### config.mk
export PLATFORM = sky130hd
export DESIGN_NAME = param_steer
export DESIGN_NICKNAME = d
export VERILOG_FILES = /design/src/rtl/param_steer.sv
export SDC_FILE = /design/constraint.sdc
export NUM_CORES = 1
export LEC_CHECK = 0
export ABC_AREA = 0
export BUFFER_PORTS_ARGS = -buffer_cell sky130_fd_sc_hd__buf_4
export CAP_MARGIN = 10
export CORE_UTILIZATION = 31
export CTS_CLUSTER_DIAMETER = 100
export CTS_CLUSTER_SIZE = 16
export DETAILED_ROUTE_END_ITERATION = 8
export PLACE_DENSITY = 0.53
export SLEW_MARGIN = 40
export SYNTH_ARGS = -nofsm -noshare
export SYNTH_HDL_FRONTEND = slang
export SYNTH_SLANG_ARGS = --single-unit
export TNS_END_PERCENT = 100
### constraint.sdc
create_clock -name clk -period 3.95 [get_ports clk]
set_input_delay 0.79 -clock clk [delete_from_list [all_inputs] [get_ports clk]]
set_output_delay 0.79 -clock clk [all_outputs]
set_load 0.005 [all_outputs]
### src/rtl/param_steer.sv
module param_steer #(
  parameter int DW = 8,
  parameter int NL = 2,
  parameter int LW [NL+1] = '{4, 3, 2},
  parameter int AW = 6,
  parameter int NT = 5
) (
  input  logic             clk,
  input  logic             rst_n,
  input  logic             in_valid,
  output logic             in_ready,
  input  logic [AW-1:0]    in_addr,
  input  logic [DW-1:0]    in_data,
  output logic [NT-1:0]    fifo_wr_valid,
  input  logic [NT-1:0]    fifo_wr_ready,
  output logic [DW-1:0]    fifo_wr_data,
  output logic [NT*DW-1:0] bias_q,
  output logic             load_done,
  output logic             addr_err
);
  function automatic int field_max();
    int m = 0;
    for (int l = 0; l < NL; l++)
      if ($clog2(LW[l+1]) + $clog2(LW[l]) > m) m = $clog2(LW[l+1]) + $clog2(LW[l]);
    return m;
  endfunction

  function automatic int slot_base(int upto);
    int s = 0;
    for (int l = 0; l < upto; l++) s += LW[l+1];
    return s;
  endfunction

  function automatic int word_total();
    int s = 0;
    for (int l = 0; l < NL; l++) s += LW[l+1] * LW[l] + LW[l+1];
    return s;
  endfunction

  localparam int LB    = $clog2(NL);
  localparam int RW    = field_max();
  localparam int TOTAL = word_total();
  localparam int CW    = $clog2(TOTAL + 1);
  localparam int IW    = $clog2(NT);

  initial assert (AW == LB + 1 + RW && NT == slot_base(NL))
    else $error("param_steer: AW or NT does not match LW");

  logic [LB-1:0] lay;
  logic          is_bias;
  logic [RW-1:0] prm;
  logic [RW-1:0] nrn, inp;
  logic          hit;
  logic [IW-1:0] idx;
  logic [CW-1:0] cnt;
  logic [DW-1:0] bias_r [NT];
  logic          wr_w;

  assign lay     = in_addr[AW-1 -: LB];
  assign is_bias = in_addr[RW];
  assign prm     = in_addr[RW-1:0];

  always_comb begin
    hit = 1'b0;
    idx = '0;
    nrn = '0;
    inp = '0;
    for (int l = 0; l < NL; l++) begin
      if (int'(lay) == l) begin
        nrn = is_bias ? prm : prm >> $clog2(LW[l]);
        inp = prm & RW'((1 << $clog2(LW[l])) - 1);
        if (int'(nrn) < LW[l+1] && (is_bias || int'(inp) < LW[l])) begin
          hit = 1'b1;
          idx = IW'(slot_base(l) + int'(nrn));
        end
      end
    end
  end

  assign wr_w          = !load_done && hit && !is_bias;
  assign in_ready      = !wr_w || fifo_wr_ready[idx];
  assign fifo_wr_valid = (in_valid && wr_w) ? (NT'(1) << idx) : '0;
  assign fifo_wr_data  = in_data;

  always_ff @(posedge clk) begin
    if (!rst_n) begin
      cnt       <= '0;
      load_done <= 1'b0;
      addr_err  <= 1'b0;
      for (int k = 0; k < NT; k++) bias_r[k] <= '0;
    end else if (in_valid && in_ready && !load_done) begin
      if (hit) begin
        cnt <= cnt + 1'b1;
        if (cnt == CW'(TOTAL - 1)) load_done <= 1'b1;
        if (is_bias) bias_r[idx] <= in_data;
      end else begin
        addr_err <= 1'b1;
      end
    end
  end

  for (genvar g = 0; g < NT; g++) begin : g_bias
    assign bias_q[g*DW +: DW] = bias_r[g];
  end

  a_r2_single_target: assert property (@(posedge clk) disable iff (!rst_n)
    $onehot0(fifo_wr_valid));
  a_r3_stall_on_full: assert property (@(posedge clk) disable iff (!rst_n)
    (in_valid && !in_ready) |-> ($countones(fifo_wr_valid & ~fifo_wr_ready) == 1));
  a_r4_bias_hold: assert property (@(posedge clk) disable iff (!rst_n)
    !(in_valid && in_ready) |=> $stable(bias_q));
  a_r5_err_sticky: assert property (@(posedge clk) disable iff (!rst_n)
    addr_err |=> addr_err);
  a_r6_done_sticky: assert property (@(posedge clk) disable iff (!rst_n)
    load_done |=> load_done);
  a_r7_quiet_after_done: assert property (@(posedge clk) disable iff (!rst_n)
    load_done |-> (fifo_wr_valid == '0 && in_ready));
endmodule

==> flow_summary_export.csv, run 1 <==
group,metric,value,unit
run_status,status,"completed",
routing,viasPerCell,4.61,
worst_setup_path,critPathMaxFanout,15,
cells_and_area,num-fill-cells,691,
clock_tree,cts_tree,"done",
global_route,gr-total-overflow,0,
worst_setup_path,worst_setup_path_start_kind,"primary input",
clock_tree,insertion_delay,290,ps
cells_and_area,fin_util,0.435,
sta,final_hold_viol_count,0,
global_route,grt_max_degree,16,
clock_tree,hold_buffers,0,
placed_design,hpwl,4100,um
logic_synthesis,synth_top_area_cell,"edfxtp_1",
worst_setup_path,r2r-start,"load_done$_SDFFE_PN0P_",
worst_setup_path,end_kind,"output port",
logic_synthesis,synth_top_family_by_area,"simple AND/OR/NAND/NOR gates",
routing,wl,5400,um
flow_run,maxCapViolCount,0,
worst_setup_path,crit_buf_inv,4,
logic_synthesis,postSynthAreaPerCell,10.9,sq um
routing,ant_nets,0,
cells_and_area,register_area,0.00134,sq mm
logic_synthesis,synth-compound-area-share,0.106,
sta,fin_skew,4.46,ps
sta,fmax,268,MHz
sta,min_period_over_period,0.945,
logic_synthesis,synth_cell_types,40,
worst_setup_path,critPathKind,"primary input to output port",
global_route,grt_pass1_wl,8180,um
floorplan,row_count,30,
floorplan,start_util,0.326,
worst_setup_path,cp.arrival,2940,ps
clock_tree,clk_pin_slew,90,ps
logic_synthesis,postSynthCellCount,205,
logic_synthesis,synth_edf_count,40,
logic_synthesis,synthArstFlopShare,0,
routing,num_vias,1750,
sta,slew_viol_final,0,
clock_tree,htree_levels,2,
placed_design,io_buffers,77,
worst_setup_path,crit_required,3160,ps
worst_setup_path,crit_start,"in_addr[4]",
clock_tree,clock_sinks,47,
worst_setup_path,cp_cell_sequence,"buf_4 > nor2b_1 > a21oi_1 > inv_1 > ha_1 > nor2_1 > nand3_1 > o21a_1 > mux2i_2 > o221a_4 > inv_1 > buf_4",
sta,setup_violations,0,
sta,tightest_slew,585,ps
logic_synthesis,synthMuxAreaShare,0.0257,
floorplan,coreArea,0.00687,sq mm
floorplan,die_w,87.0,um
floorplan,io_pins,78,
placed_design,routabilityCongestion,0.786,
power_and_ir_drop,ir_drop,145,uV
routing,drt_iter0_drc,90,
cells_and_area,syn_to_final_growth,33.4,%
logic_synthesis,synth.yosys.warnings,0,
cells_and_area,layout-drive-gt1-share,0.345,
sta,setup_tns,0,ps
power_and_ir_drop,power.leakage,1.16,nW
routing,routedWlPerCell,14.2,um
logic_synthesis,synth_fa_ha_area_frac,0.0224,
logic_synthesis,yosys.area_share.simple,0.189,
worst_setup_path,slowest_stage,"mux2i_2",
clock_tree,cts-root-buf,"clkbuf_8",
clock_tree,cts_resized,0,
logic_synthesis,synth_area_leaders,"edfxtp_1 54%, nor2_1 8.4%, dfxtp_1 6.3%",
power_and_ir_drop,power.total,0.00103,W
global_route,grt_usage,0.144,
logic_synthesis,synth_nets,231,
cells_and_area,multi_input_comb_area,785,sq um
clock_tree,cts_buffer_depth,2,
clock_tree,post_cts_buffers,0,
sta,rsz0062_at_grt,"false",
floorplan,die_area,0.00756,sq mm
global_route,antenna_found_initial,0,
clock_tree,cts_buffers,5,
floorplan,die_y,87.0,um
cells_and_area,antenna-diode-count,0,
worst_setup_path,cpPeakStageDelay,380,ps
logic_synthesis,synth_top_cell_area_share,0.537,
worst_setup_path,path_delay_family,"compound AO/OA/AOI/OAI gates",
logic_synthesis,ys.flop_type,"edfxtp_1",
power_and_ir_drop,pwr_density_cell,344,mW/mm^2
hold_path,min_from,"cnt[4]$_SDFFE_PN0P_",
logic_synthesis,synth_area,0.00224,sq mm
routing,drc,0,
routing,dr.pass1.iters,4,
logic_synthesis,synthXorXnorAreaFrac,0.00783,
cells_and_area,final_nets,309,
hold_path,hp-class,"flop to flop",
sta,fin_crit,3730,ps
logic_synthesis,synth_seq_cells,47,
sta,whs,481,ps
global_route,grt_pass1_vias,1584,
sta,slew_headroom,0.606,
logic_synthesis,ys_seq_area_frac,0.599,
[registers in the layout, summed over array words and instances (netlist names)]
register   count
cnt            5
bias_r        40
load_done      1
addr_err       1
[metal layers]
layer | global-route usage | routed length [um] | vias up
met5 | 0 | 0 | -
met4 | 0.0424 | 75 | 0
met3 | 0.0322 | 403 | 8
met2 | 0.246 | 2440 | 76
met1 | 0.183 | 2480 | 792
li1 | - | - | 874
[worst min-delay path, stage by stage (launching register included)]
cell and delay (ps):
dfxtp_1 330, nand2_1 60, mux2i_1 50
[power by group]
group	switching, W	internal, W
clock network	0.000165	0.000125
registers	0.00000961	0.000564
logic	0.0000853	0.0000791
[metrics by stage]
| step | setup WS [ps] | std cells | area (sq um) |
|---|---|---|---|
| global route | 23.5 | 380 | 2990 |
| global placement | 256 | 372 | 2900 |
| floorplan | 350 | 205 | 2240 |
| CTS | 212 | 380 | 2990 |
| finish | 218 | 380 | 2990 |
| detailed placement | 218 | 372 | 2900 |
[layout by cell type, fill, tap and decap left out, drive strengths merged, types with 5 or more instances in the layout]
master	instances
nand3	6
dfxtp	7
mux2i	5
nand2	18
inv	9
a21oi	5
clkbuf	5
buf	83
nor2	50
edfxtp	40
o21ai	13
[cell type report]
type / count / share of cell area
tap: 96 / 0.0402
timing repair buffer: 83 / 0.209
multi-input combinational: 138 / 0.263
clock inverter: 3 / 0.00628
sequential: 47 / 0.449
inverter: 8 / 0.0101
clock buffer: 5 / 0.0230
[synth_stat cells (3+ instances only)]
library cell	count
a21oi_1	5
buf_4	10
dfxtp_1	7
edfxtp_1	40
ha_1	4
inv_1	7
mux2i_1	3
nand2_1	18
nand3_1	5
nor2_1	50
nor2b_1	3
o21ai_0	12
[worst paths after layout]
kind | end | slack [ps] | cells past startpoint
hold / removal | cnt[4]$_SDFFE_PN0P_ | 480 | 2
setup / recovery | in_ready | 220 | 12
setup reg to reg | bias_r[4][2]$_SDFFCE_PN0P_ | 2070 | 6
hold reg to reg | cnt[4]$_SDFFE_PN0P_ | 480 | 2
[cell families after synthesis]
| kind of cell | Yosys count |
|---|---|
| adder cells (fa/ha/maj) | 4 |
| flip-flops | 47 |
| multiplexers | 5 |
| XOR/XNOR | 2 |
| AO/OA/AOI/OAI | 34 |
| AND/OR/NAND/NOR | 93 |
| buffers and inverters | 20 |
(Power assumes the default switching activity.)
==> inputs of run 2 (changes only) <==
- PLACE_DENSITY: 0.53 -> 0.65
==> run 2 against run 1 <==
Effect of this change: setup slack better by 31 ps; count of clock-buffer cells in the layout unchanged; sequential share of layout area decreased by 0.30 points; routed wire length is 1.2% lower; non-clock buffer count down 1; clock power is 24% higher; utilization is 0.29 points higher; global-route usage up 0.13 points.
==> flow_summary_export.csv, run 2 (synthesis gave the netlist of run 1 again) <==
group,metric,value,unit
run_status,status,"completed",
clock_tree,cts-root-buf,"clkbuf_8",
sta,setup_violations,0,
cells_and_area,largest_reg_flops,40,
floorplan,die_w,87.0,um
routing,drc,0,
cells_and_area,top_register,"bias_r",
sta,slew_headroom,0.616,
cells_and_area,final_nets,308,
cells_and_area,antenna-diode-count,0,
global_route,antenna_found_initial,0,
clock_tree,hold_buffers,0,
clock_tree,clock_sinks,47,
global_route,grt_usage,0.146,
sta,fin_ws,249,ps
global_route,grt_max_degree,17,
clock_tree,clk_pin_slew,90,ps
floorplan,coreArea,0.00687,sq mm
sta,setup_tns,0,ps
routing,routedWlPerCell,14.1,um
floorplan,start_util,0.326,
clock_tree,cts_buffers,5,
placed_design,place_area,0.00289,sq mm
placed_design,hpwl,4090,um
routing,drt-met1-wl,2410,um
routing,num_vias,1770,
clock_tree,post_cts_buffers,0,
global_route,grt_pass1_vias,1621,
cells_and_area,final_area,0.00301,sq mm
clock_tree,cts_resized,0,
placed_design,routabilityCongestion,0.843,
clock_tree,cts_tree,"done",
routing,ant_nets,0,
routing,drt_iter0_drc,110,
floorplan,io_pins,78,
global_route,gr-total-overflow,0,
worst_setup_path,cpPeakStageDelay,370,ps
clock_tree,cts_buffer_depth,2,
sta,tightest_slew,570,ps
global_route,grt_pass1_wl,8240,um
worst_setup_path,critPathKind,"primary input to output port",
cells_and_area,most-common-layout-cells,"82 x buf_4, 50 x nor2_1, 40 x edfxtp_1, 18 x nand2_1, 12 x o21ai_0",
worst_setup_path,slowest_stage,"mux2i_2",
hold_path,hp-class,"flop to flop",
routing,dr.pass1.iters,4,
routing,top_layer,"met4",
clock_tree,htree_levels,2,
cells_and_area,syn_to_final_growth,34.3,%
floorplan,die_y,87.0,um
worst_setup_path,end_kind,"output port",
cells_and_area,final_common_cell,"buf_4",
worst_setup_path,crit_required,3160,ps
worst_setup_path,critPathMaxFanout,15,
sta,slew_viol_final,0,
power_and_ir_drop,pwr_density_cell,365,mW/mm^2
sta,fin_skew,10.0,ps
routing,route.met2.wl,2510,um
routing,wl,5330,um
power_and_ir_drop,ir_drop,160,uV
placed_design,dpl_worst_slack,256,ps
placed_design,io_buffers,77,
cells_and_area,register_area,0.00134,sq mm
routing,met3_length,389,um
floorplan,row_count,30,
cells_and_area,layout-drive-gt1-share,0.343,
power_and_ir_drop,power.total,0.00110,W
clock_tree,insertion_delay,300,ps
flow_run,maxCapViolCount,0,
power_and_ir_drop,power.leakage,1.16,nW
cells_and_area,multi_input_comb_area,785,sq um
sta,final_hold_viol_count,0,
cells_and_area,num-fill-cells,659,
cells_and_area,top_regs,"bias_r: 40 flops, cnt: 5 flops",
sta,fin_crit,3700,ps
worst_setup_path,worst_setup_path_start_kind,"primary input",
sta,rsz0062_at_grt,"false",
sta,min_period_over_period,0.937,
worst_setup_path,cp_cell_sequence,"buf_4 > mux2i_2 > inv_2 > ha_1 > nor2_1 > nand3_1 > o21a_1 > mux2i_2 > o221a_4 > inv_1 > buf_4",
sta,fmax,270,MHz
cells_and_area,fin_util,0.438,
floorplan,die_area,0.00756,sq mm
routing,viasPerCell,4.67,
worst_setup_path,cp.arrival,2910,ps
## run 2: per-stage QoR
step	std cells	hold WS, ps
6_report	379	491
5_1_grt	379	513
4_1_cts	379	497
3_5_place_dp	371	465
3_3_place_gp	371	458
2_1_floorplan	205	439
## run 2: cell type report
class	count	share of cell area
clock buffers	5	0.0229
clock inverters	3	0.0154
inverters	8	0.00999
multi-input cells	138	0.261
flip-flops and latches	47	0.446
well taps	96	0.0400
repair buffers	82	0.205
## run 2: path summary, 6_finish.rpt
check / startpoint / endpoint / slack [ps] / cells past startpoint
worst min-delay path: cnt[4]$_SDFFE_PN0P_ / cnt[4]$_SDFFE_PN0P_ / 490 / 2
worst min register to register: cnt[4]$_SDFFE_PN0P_ / cnt[4]$_SDFFE_PN0P_ / 490 / 2
worst max-delay path: in_addr[4] / in_ready / 250 / 11
worst max register to register: load_done$_SDFFE_PN0P_ / bias_r[4][6]$_SDFFCE_PN0P_ / 2000 / 5
## run 2: per-layer routing
metal  vias up  track usage
met4         0       0.0333
met5         -            0
met1       818        0.182
li1        873            -
met2        75        0.251
met3         4       0.0379
## run 2: worst max-delay path: cells and delay by family
kind	cells	cell delay [ps]
adder cells (fa/ha/maj)	1	190
multiplexers	2	640
AND/OR/NAND/NOR	2	260
buffers and inverters	4	480
AO/OA/AOI/OAI	2	540
## run 2: report_power, final
group / switching, W / internal (W) / leakage, nW
clock: 0.000170 / 0.000191 / 0.0548
combinational: 0.0000836 / 0.0000784 / 0.669
sequential: 0.0000105 / 0.000565 / 0.439
total: 0.000264 / 0.000834 / 1.16
